### src/rtl/tap_ctrl_pkg.sv
`timescale 1ns/1ps
package tap_ctrl_pkg;
  localparam int ST_W       = 4;
  localparam int BRANCH_LEN = 7;
  localparam int DR_BASE    = 2;
  localparam int IR_BASE    = DR_BASE + BRANCH_LEN;

  localparam logic [ST_W-1:0] ST_RESET  = 4'd0;
  localparam logic [ST_W-1:0] ST_IDLE   = 4'd1;
  localparam logic [ST_W-1:0] ST_SEL_DR = ST_W'(DR_BASE);
  localparam logic [ST_W-1:0] ST_SEL_IR = ST_W'(IR_BASE);

  // step offsets inside a branch; the order is part of the state code
  localparam logic [ST_W-1:0] OFS_SEL = 4'd0;
  localparam logic [ST_W-1:0] OFS_CAP = 4'd1;
  localparam logic [ST_W-1:0] OFS_SHF = 4'd2;
  localparam logic [ST_W-1:0] OFS_EX1 = 4'd3;
  localparam logic [ST_W-1:0] OFS_PAU = 4'd4;
  localparam logic [ST_W-1:0] OFS_EX2 = 4'd5;
  localparam logic [ST_W-1:0] OFS_UPD = 4'd6;
endpackage

### src/rtl/tap_branch_next.sv
`timescale 1ns/1ps
module tap_branch_next
  import tap_ctrl_pkg::*;
#(
  parameter int                BASE   = DR_BASE,
  parameter logic [ST_W-1:0]   ESCAPE = ST_SEL_IR
) (
  input  logic [ST_W-1:0] state,
  input  logic            tms,
  output logic            hit,
  output logic [ST_W-1:0] nxt
);
  localparam logic [ST_W-1:0] B = ST_W'(BASE);

  logic [ST_W-1:0] ofs;

  assign ofs = state - B;
  assign hit = (ofs < ST_W'(BRANCH_LEN));

  always_comb begin
    nxt = state;
    unique case (ofs)
      OFS_SEL: nxt = tms ? ESCAPE      : B + OFS_CAP;
      OFS_CAP: nxt = tms ? B + OFS_EX1 : B + OFS_SHF;
      OFS_SHF: nxt = tms ? B + OFS_EX1 : B + OFS_SHF;
      OFS_EX1: nxt = tms ? B + OFS_UPD : B + OFS_PAU;
      OFS_PAU: nxt = tms ? B + OFS_EX2 : B + OFS_PAU;
      OFS_EX2: nxt = tms ? B + OFS_UPD : B + OFS_SHF;
      OFS_UPD: nxt = tms ? ST_SEL_DR   : ST_IDLE;
      default: nxt = state;
    endcase
  end
endmodule

### src/rtl/tap_next.sv
`timescale 1ns/1ps
module tap_next
  import tap_ctrl_pkg::*;
(
  input  logic [ST_W-1:0] state,
  input  logic            tms,
  output logic [ST_W-1:0] nxt
);
  logic [1:0]      br_hit;
  logic [ST_W-1:0] br_nxt [2];

  for (genvar b = 0; b < 2; b++) begin : g_branch
    tap_branch_next #(
      .BASE   (b == 0 ? DR_BASE : IR_BASE),
      .ESCAPE (b == 0 ? ST_SEL_IR : ST_RESET)
    ) u_branch (
      .state (state),
      .tms   (tms),
      .hit   (br_hit[b]),
      .nxt   (br_nxt[b])
    );
  end

  always_comb begin
    if (state == ST_RESET)     nxt = tms ? ST_RESET  : ST_IDLE;
    else if (state == ST_IDLE) nxt = tms ? ST_SEL_DR : ST_IDLE;
    else if (br_hit[0])        nxt = br_nxt[0];
    else                       nxt = br_nxt[1];
  end
endmodule

### src/rtl/tap_state_reg.sv
`timescale 1ns/1ps
module tap_state_reg
  import tap_ctrl_pkg::*;
#(
  parameter bit ASYNC_RST = 1'b1
) (
  input  logic            tck,
  input  logic            trst_n,
  input  logic            tms,
  input  logic [ST_W-1:0] nxt,
  output logic [ST_W-1:0] state
);
  if (ASYNC_RST) begin : g_async
    always_ff @(posedge tck or negedge trst_n) begin
      if (!trst_n) state <= ST_RESET;
      else         state <= nxt;
    end
  end else begin : g_sync
    always_ff @(posedge tck) begin
      if (!trst_n) state <= ST_RESET;
      else         state <= nxt;
    end
  end

  // run of consecutive TMS-high edges, saturating at five
  logic [2:0] ones_run;
  always_ff @(posedge tck or negedge trst_n) begin
    if (!trst_n)              ones_run <= 3'd0;
    else if (!tms)            ones_run <= 3'd0;
    else if (ones_run != 3'd5) ones_run <= ones_run + 3'd1;
  end

  a_r6_five_ones_reset: assert property (@(posedge tck) disable iff (!trst_n)
    (ones_run == 3'd5) |-> (state == ST_RESET));

  a_r2_reset_holds: assert property (@(posedge tck) disable iff (!trst_n)
    (state == ST_RESET && tms) |=> (state == ST_RESET));

  a_r2_idle_holds: assert property (@(posedge tck) disable iff (!trst_n)
    (state == ST_IDLE && !tms) |=> (state == ST_IDLE));
endmodule

### src/rtl/tap_strobes.sv
`timescale 1ns/1ps
module tap_strobes
  import tap_ctrl_pkg::*;
#(
  parameter bit ASYNC_RST = 1'b1
) (
  input  logic            tck,
  input  logic            trst_n,
  input  logic [ST_W-1:0] state,
  output logic            rst_o,
  output logic            idle_o,
  output logic [1:0]      cap_o,
  output logic [1:0]      shf_o,
  output logic [1:0]      upd_o,
  output logic            tdo_en_o
);
  assign rst_o  = (state == ST_RESET);
  assign idle_o = (state == ST_IDLE);

  for (genvar b = 0; b < 2; b++) begin : g_br
    localparam logic [ST_W-1:0] B = ST_W'(b == 0 ? DR_BASE : IR_BASE);
    assign cap_o[b] = (state == B + OFS_CAP);
    assign shf_o[b] = (state == B + OFS_SHF);
    assign upd_o[b] = (state == B + OFS_UPD);
  end

  logic in_shift;
  assign in_shift = |shf_o;

  if (ASYNC_RST) begin : g_async
    always_ff @(negedge tck or negedge trst_n) begin
      if (!trst_n) tdo_en_o <= 1'b0;
      else         tdo_en_o <= in_shift;
    end
  end else begin : g_sync
    always_ff @(negedge tck) begin
      if (!trst_n) tdo_en_o <= 1'b0;
      else         tdo_en_o <= in_shift;
    end
  end

  a_r8_enable_tracks_shift: assert property (@(posedge tck) disable iff (!trst_n)
    tdo_en_o == (state == ST_W'(DR_BASE) + OFS_SHF || state == ST_W'(IR_BASE) + OFS_SHF));

  a_r8_off_in_pause: assert property (@(posedge tck) disable iff (!trst_n)
    (state == ST_W'(DR_BASE) + OFS_PAU || state == ST_W'(IR_BASE) + OFS_PAU) |-> !tdo_en_o);

  a_r7_single_strobe: assert property (@(posedge tck) disable iff (!trst_n)
    $onehot0({rst_o, idle_o, cap_o, shf_o, upd_o}));
endmodule

### src/rtl/tap_ctrl.sv
`timescale 1ns/1ps
module tap_ctrl
  import tap_ctrl_pkg::*;
#(
  parameter bit ASYNC_RST = 1'b1
) (
  input  logic       tck,
  input  logic       trst_n,
  input  logic       tms,
  output logic [3:0] state_o,
  output logic       rst_o,
  output logic       idle_o,
  output logic       cap_dr_o,
  output logic       shf_dr_o,
  output logic       upd_dr_o,
  output logic       cap_ir_o,
  output logic       shf_ir_o,
  output logic       upd_ir_o,
  output logic       tdo_en_o
);
  logic [ST_W-1:0] state;
  logic [ST_W-1:0] nxt;
  logic [1:0]      cap, shf, upd;

  tap_next u_next (
    .state (state),
    .tms   (tms),
    .nxt   (nxt)
  );

  tap_state_reg #(.ASYNC_RST(ASYNC_RST)) u_reg (
    .tck    (tck),
    .trst_n (trst_n),
    .tms    (tms),
    .nxt    (nxt),
    .state  (state)
  );

  tap_strobes #(.ASYNC_RST(ASYNC_RST)) u_strb (
    .tck      (tck),
    .trst_n   (trst_n),
    .state    (state),
    .rst_o    (rst_o),
    .idle_o   (idle_o),
    .cap_o    (cap),
    .shf_o    (shf),
    .upd_o    (upd),
    .tdo_en_o (tdo_en_o)
  );

  assign state_o  = state;
  assign cap_dr_o = cap[0];
  assign shf_dr_o = shf[0];
  assign upd_dr_o = upd[0];
  assign cap_ir_o = cap[1];
  assign shf_ir_o = shf[1];
  assign upd_ir_o = upd[1];

  a_r3_select_to_capture: assert property (@(posedge tck) disable iff (!trst_n)
    (state_o == ST_SEL_DR && !tms) |=> cap_dr_o);

  a_r3_ir_select_escape: assert property (@(posedge tck) disable iff (!trst_n)
    (state_o == ST_SEL_IR && tms) |=> rst_o);

  a_r5_update_to_idle: assert property (@(posedge tck) disable iff (!trst_n)
    ((upd_dr_o || upd_ir_o) && !tms) |=> idle_o);

  a_r4_pause_holds: assert property (@(posedge tck) disable iff (!trst_n)
    (state_o == 4'd6 && !tms) |=> (state_o == 4'd6));
endmodule

### config.mk
export PLATFORM = sky130hd
export DESIGN_NAME = tap_ctrl
export DESIGN_NICKNAME = d
export VERILOG_FILES = /design/src/rtl/tap_ctrl_pkg.sv /design/src/rtl/tap_branch_next.sv /design/src/rtl/tap_next.sv /design/src/rtl/tap_state_reg.sv /design/src/rtl/tap_strobes.sv /design/src/rtl/tap_ctrl.sv
export SDC_FILE = /design/constraint.sdc
export NUM_CORES = 1
export LEC_CHECK = 0
export ABC_AREA = 1
export BUFFER_PORTS_ARGS = -buffer_cell sky130_fd_sc_hd__buf_2
export CAP_MARGIN = 0
export CORE_MARGIN = 3
export CORE_UTILIZATION = 50
export DETAILED_ROUTE_END_ITERATION = 7
export GPL_ROUTABILITY_DRIVEN = 0
export PLACE_DENSITY = 0.86
export SLEW_MARGIN = 40
export SYNTH_ARGS = -nofsm -noshare
export SYNTH_HDL_FRONTEND = slang
export SYNTH_SLANG_ARGS = --single-unit
### constraint.sdc
create_clock -name tck -period 3.82 [get_ports tck]
set_clock_uncertainty 0.2 [all_clocks]
set_input_delay 0 -clock tck [delete_from_list [all_inputs] [get_ports tck]]
set_output_delay 0 -clock tck [all_outputs]
set_load 0.02 [all_outputs]
==> flow_summary_export.csv <==
group,metric,value,unit
outcome,run_status,"finished, final reports clean",
clock_tree,clk-insertion-delay-late,0.25,ns
finish,layout.nets,152,
clock_tree,tritoncts,"yes",
global_routing,grt_overflow,0,
route,drt-pass1-iter-count,4,
critical_path,r2r_cells,3,
critical_path,worst-r2r-setup-slack,0.57,ns
synth,syn-cell-area,690.7,sq um
critical_path,cpMaxStageDelayCell,"dfrtp_1",
pwr,pwr-share-seq,14.9,%
critical_path,worst_path_required_time,1.80,ns
timing,timing.final.setup_violations,0,
pwr,power.share.combinational,77.3,%
synth,ys_types,25,
route,routed_wire_length_per_instance,11.46,um
pwr,internal-power,327.5,uW
synth,synth_nets,133,
floorplanning,fp.dieW,43.17,um
route,detail_route.drc_violations,0,
min_path,worst_min_delay_path_category,"register to register",
global_routing,grt_antenna_before_repair,0,
pwr,swShare,61.46,%
clock_tree,cts-htree-levels,1,
finish,layout-area-overhead-vs-synth,17.93,%
synth,dominant_combinational_cell_family_by_area_after_synthesis,"simple AND/OR/NAND/NOR gates",
route,drtIter0Drc,48,
place,placement.io_buffers,15,
synth,synthesis.area_per_instance,5.396,sq um
timing,hold_viol_final,0,
finish,post_route_cells_drive_above_1_share,22.60,%
clock_tree,cts_repair_resize_count,0,
finish,fin_cells,160,
route,final_antenna_net_count,0,
critical_path,worst_r2r_startpoint,"u_reg.state[2]",
floorplanning,design.core.area,0.001201,sq mm
global_routing,grtUsageTotal,22.27,%
synth,yosysSeqAreaShare,18.12,%
critical_path,crit_path_max_incr_delay,0.53,ns
clock_tree,clock-sinks,5,
global_routing,via_count_of_the_first_global_routing_pass,732,
synth,yosys.area_share.adder,3.623,%
critical_path,critical_path.endpoint_type,"register",
clock_tree,clockBufferDepth,2,
global_routing,grt_start_max_net_pins,15,
timing,rsz0062_at_grt,"false",
clock_tree,post-cts-setup-buffers,0,
floorplanning,floorplan.initialDensity,57.50,%
synth,synth_area_in_xor_xnor,0,%
synth,simple_gate_portion_of_the_synthesized_area,54.35,%
floorplanning,dieHeight,43.17,um
place,dp.final_hpwl,1411,um
finish,n_fill_cell,116,
min_path,hold_path.startpoint,"u_reg.state[3]",
timing,final-max-slew-violation-count,0,
floorplanning,io_pins,16,
floorplanning,dieArea,0.001863,sq mm
min_path,number_of_cells_traversed_by_the_worst_hold_path,2,
synth,synth-compound-area-share,10.51,%
timing,tightestPinTransition,0.3517,ns
pwr,cellPowerDensity,1043,mW/mm^2
synth,yosysWarningCount,0,
clock_tree,clock-root-buffer,"clkbuf_4",
pwr,vdd_ir_drop_max,0.5133,mV
critical_path,timing.critical_path.cells,"inv_1, nand2_1, o22ai_1",
synth,synthMuxAreaShare,0,%
min_path,hold-path-endpoint,"u_reg.state[3]",
job,maxCapViolCount,0,
clock_tree,clkTransAtPathRegs,0.05,ns
critical_path,timing.critical_path.from_type,"register",
route,vias,866,
pwr,power_frac_clock,7.8,%
finish,mostFrequentLayoutCells,"nand2_1, nor2_1, nand3_1, buf_2, inv_1",
finish,final_common_cell,"nand2_1",
timing,timing.setup.tns,0,ns
synth,synth.ff_latch_count,5,
pwr,p_switching,522.3,uW
critical_path,critical_path_arrival,1.23,ns
critical_path,cp_max_fo,11,
critical_path,reg2reg_to,"u_strb.tdo_en_o",
synth,synth_cells,128,
pwr,power_leakage,0.0004712,uW
clock_tree,cts_buffers,3,
critical_path,worstSetupPathType,"register to register",
finish,antennaDiodeCount,0,
floorplanning,placement_rows,12,
place,post-place-cells,153,
timing,max-slew-margin-rel,76.46,%
route,detail_route.wirelength,1833,um
route,vias_per_cell,5.413,
global_routing,grt_pass1_wl,3180,um
timing repair:
item / 4_1_cts / 5_1_grt
endpoints found under the setup margin: 0 / 0
endpoints found under the hold margin: 5 / 0
hold buffers: 3 / 0
cell type report:
cell class	instances	area, sq um	share of cell area (%)
flip-flops and latches	5	125.1	15.36
clock buffers	4	26.28	3.226
well taps	14	17.52	2.151
multi-input cells	101	473.0	58.06
repair buffers	18	105.1	12.90
inverters	18	67.56	8.295
sequential cells by signal, indices dropped and copies added, names as in the netlist:
name,count
u_reg.state,4
u_strb.tdo_en_o,1
synth_stat cells, drive strengths merged:
library cell	number	area, sq um
nand2	43	166.4
nor2	27	108.9
inv	18	67.57
nand3	15	75.07
a21oi	5	40.04
dfrtp	4	100.1
buf	3	21.27
o21ai	3	18.76
ha	2	25.02
and2	1	6.260
clkbuf	1	3.750
dfrtn	1	25.02
nand3b	1	7.510
nand4	1	6.260
nor3	1	5.000
o211ai	1	7.510
o22ai	1	6.260
power by group through the flow:
stage	Clock, uW	Sequential (uW)	Combinational, uW
floorplan	0	130	524
global placement	0	119	645
detailed placement	0	125	648
CTS	67.5	125	652
global route	71.3	131	742
finish	66.3	127	657
per-layer routing:
metal	vias to the layer above	wire length (um)	part of all wire, %	GRT usage [%]
met5	-	0	0	0
met4	0	83	4.5	12.05
met3	11	161	8.8	2.542
met2	53	827	45	35.99
met1	368	760	41	28.18
li1	434	-	-	-
worst max-delay path: cells and delay by family, from the launching register on:
kind,cells,cell delay [ns]
AOI/OAI and AO/OA,1,0.11
buffers and inverters,1,0.18
and+or+nand+nor,1,0.16
DFF,1,0.53
kinds of logic after synthesis:
| kind of cell | after synthesis |
|---|---|
| simple gates | 89 |
| flops | 5 |
| fa+ha+maj | 2 |
| compound gates | 10 |
| buf+inv | 22 |
worst max-delay path by stage:
stage | end | depth (start not counted) | slack [ns] | from
after floorplan | u_strb.tdo_en_o | 4 | 0.60 | u_reg.state[2]
after global placement | u_strb.tdo_en_o | 3 | 0.65 | u_reg.state[2]
after global routing | u_strb.tdo_en_o | 3 | 0.48 | u_reg.state[2]
after detailed placement | u_strb.tdo_en_o | 3 | 0.59 | u_reg.state[2]
after CTS | u_strb.tdo_en_o | 3 | 0.60 | u_reg.state[2]
final | u_strb.tdo_en_o | 3 | 0.57 | u_reg.state[2]
metrics by stage:
stage,worst slack (ns),hold slack (ns),instance area [sq um],util [%],power (uW)
global route,0.4751,0.4851,814.5,67.81,944.0
global placement,0.6474,-0.3823,758.2,63.13,764.3
CTS,0.5991,0.4489,814.5,67.81,844.4
floorplan,0.5979,-0.4956,690.7,-,654.7
detailed placement,0.5905,-0.3659,758.2,63.13,773.8
finish,0.5704,0.4551,814.5,67.81,849.9
(Power assumes the default switching activity.)
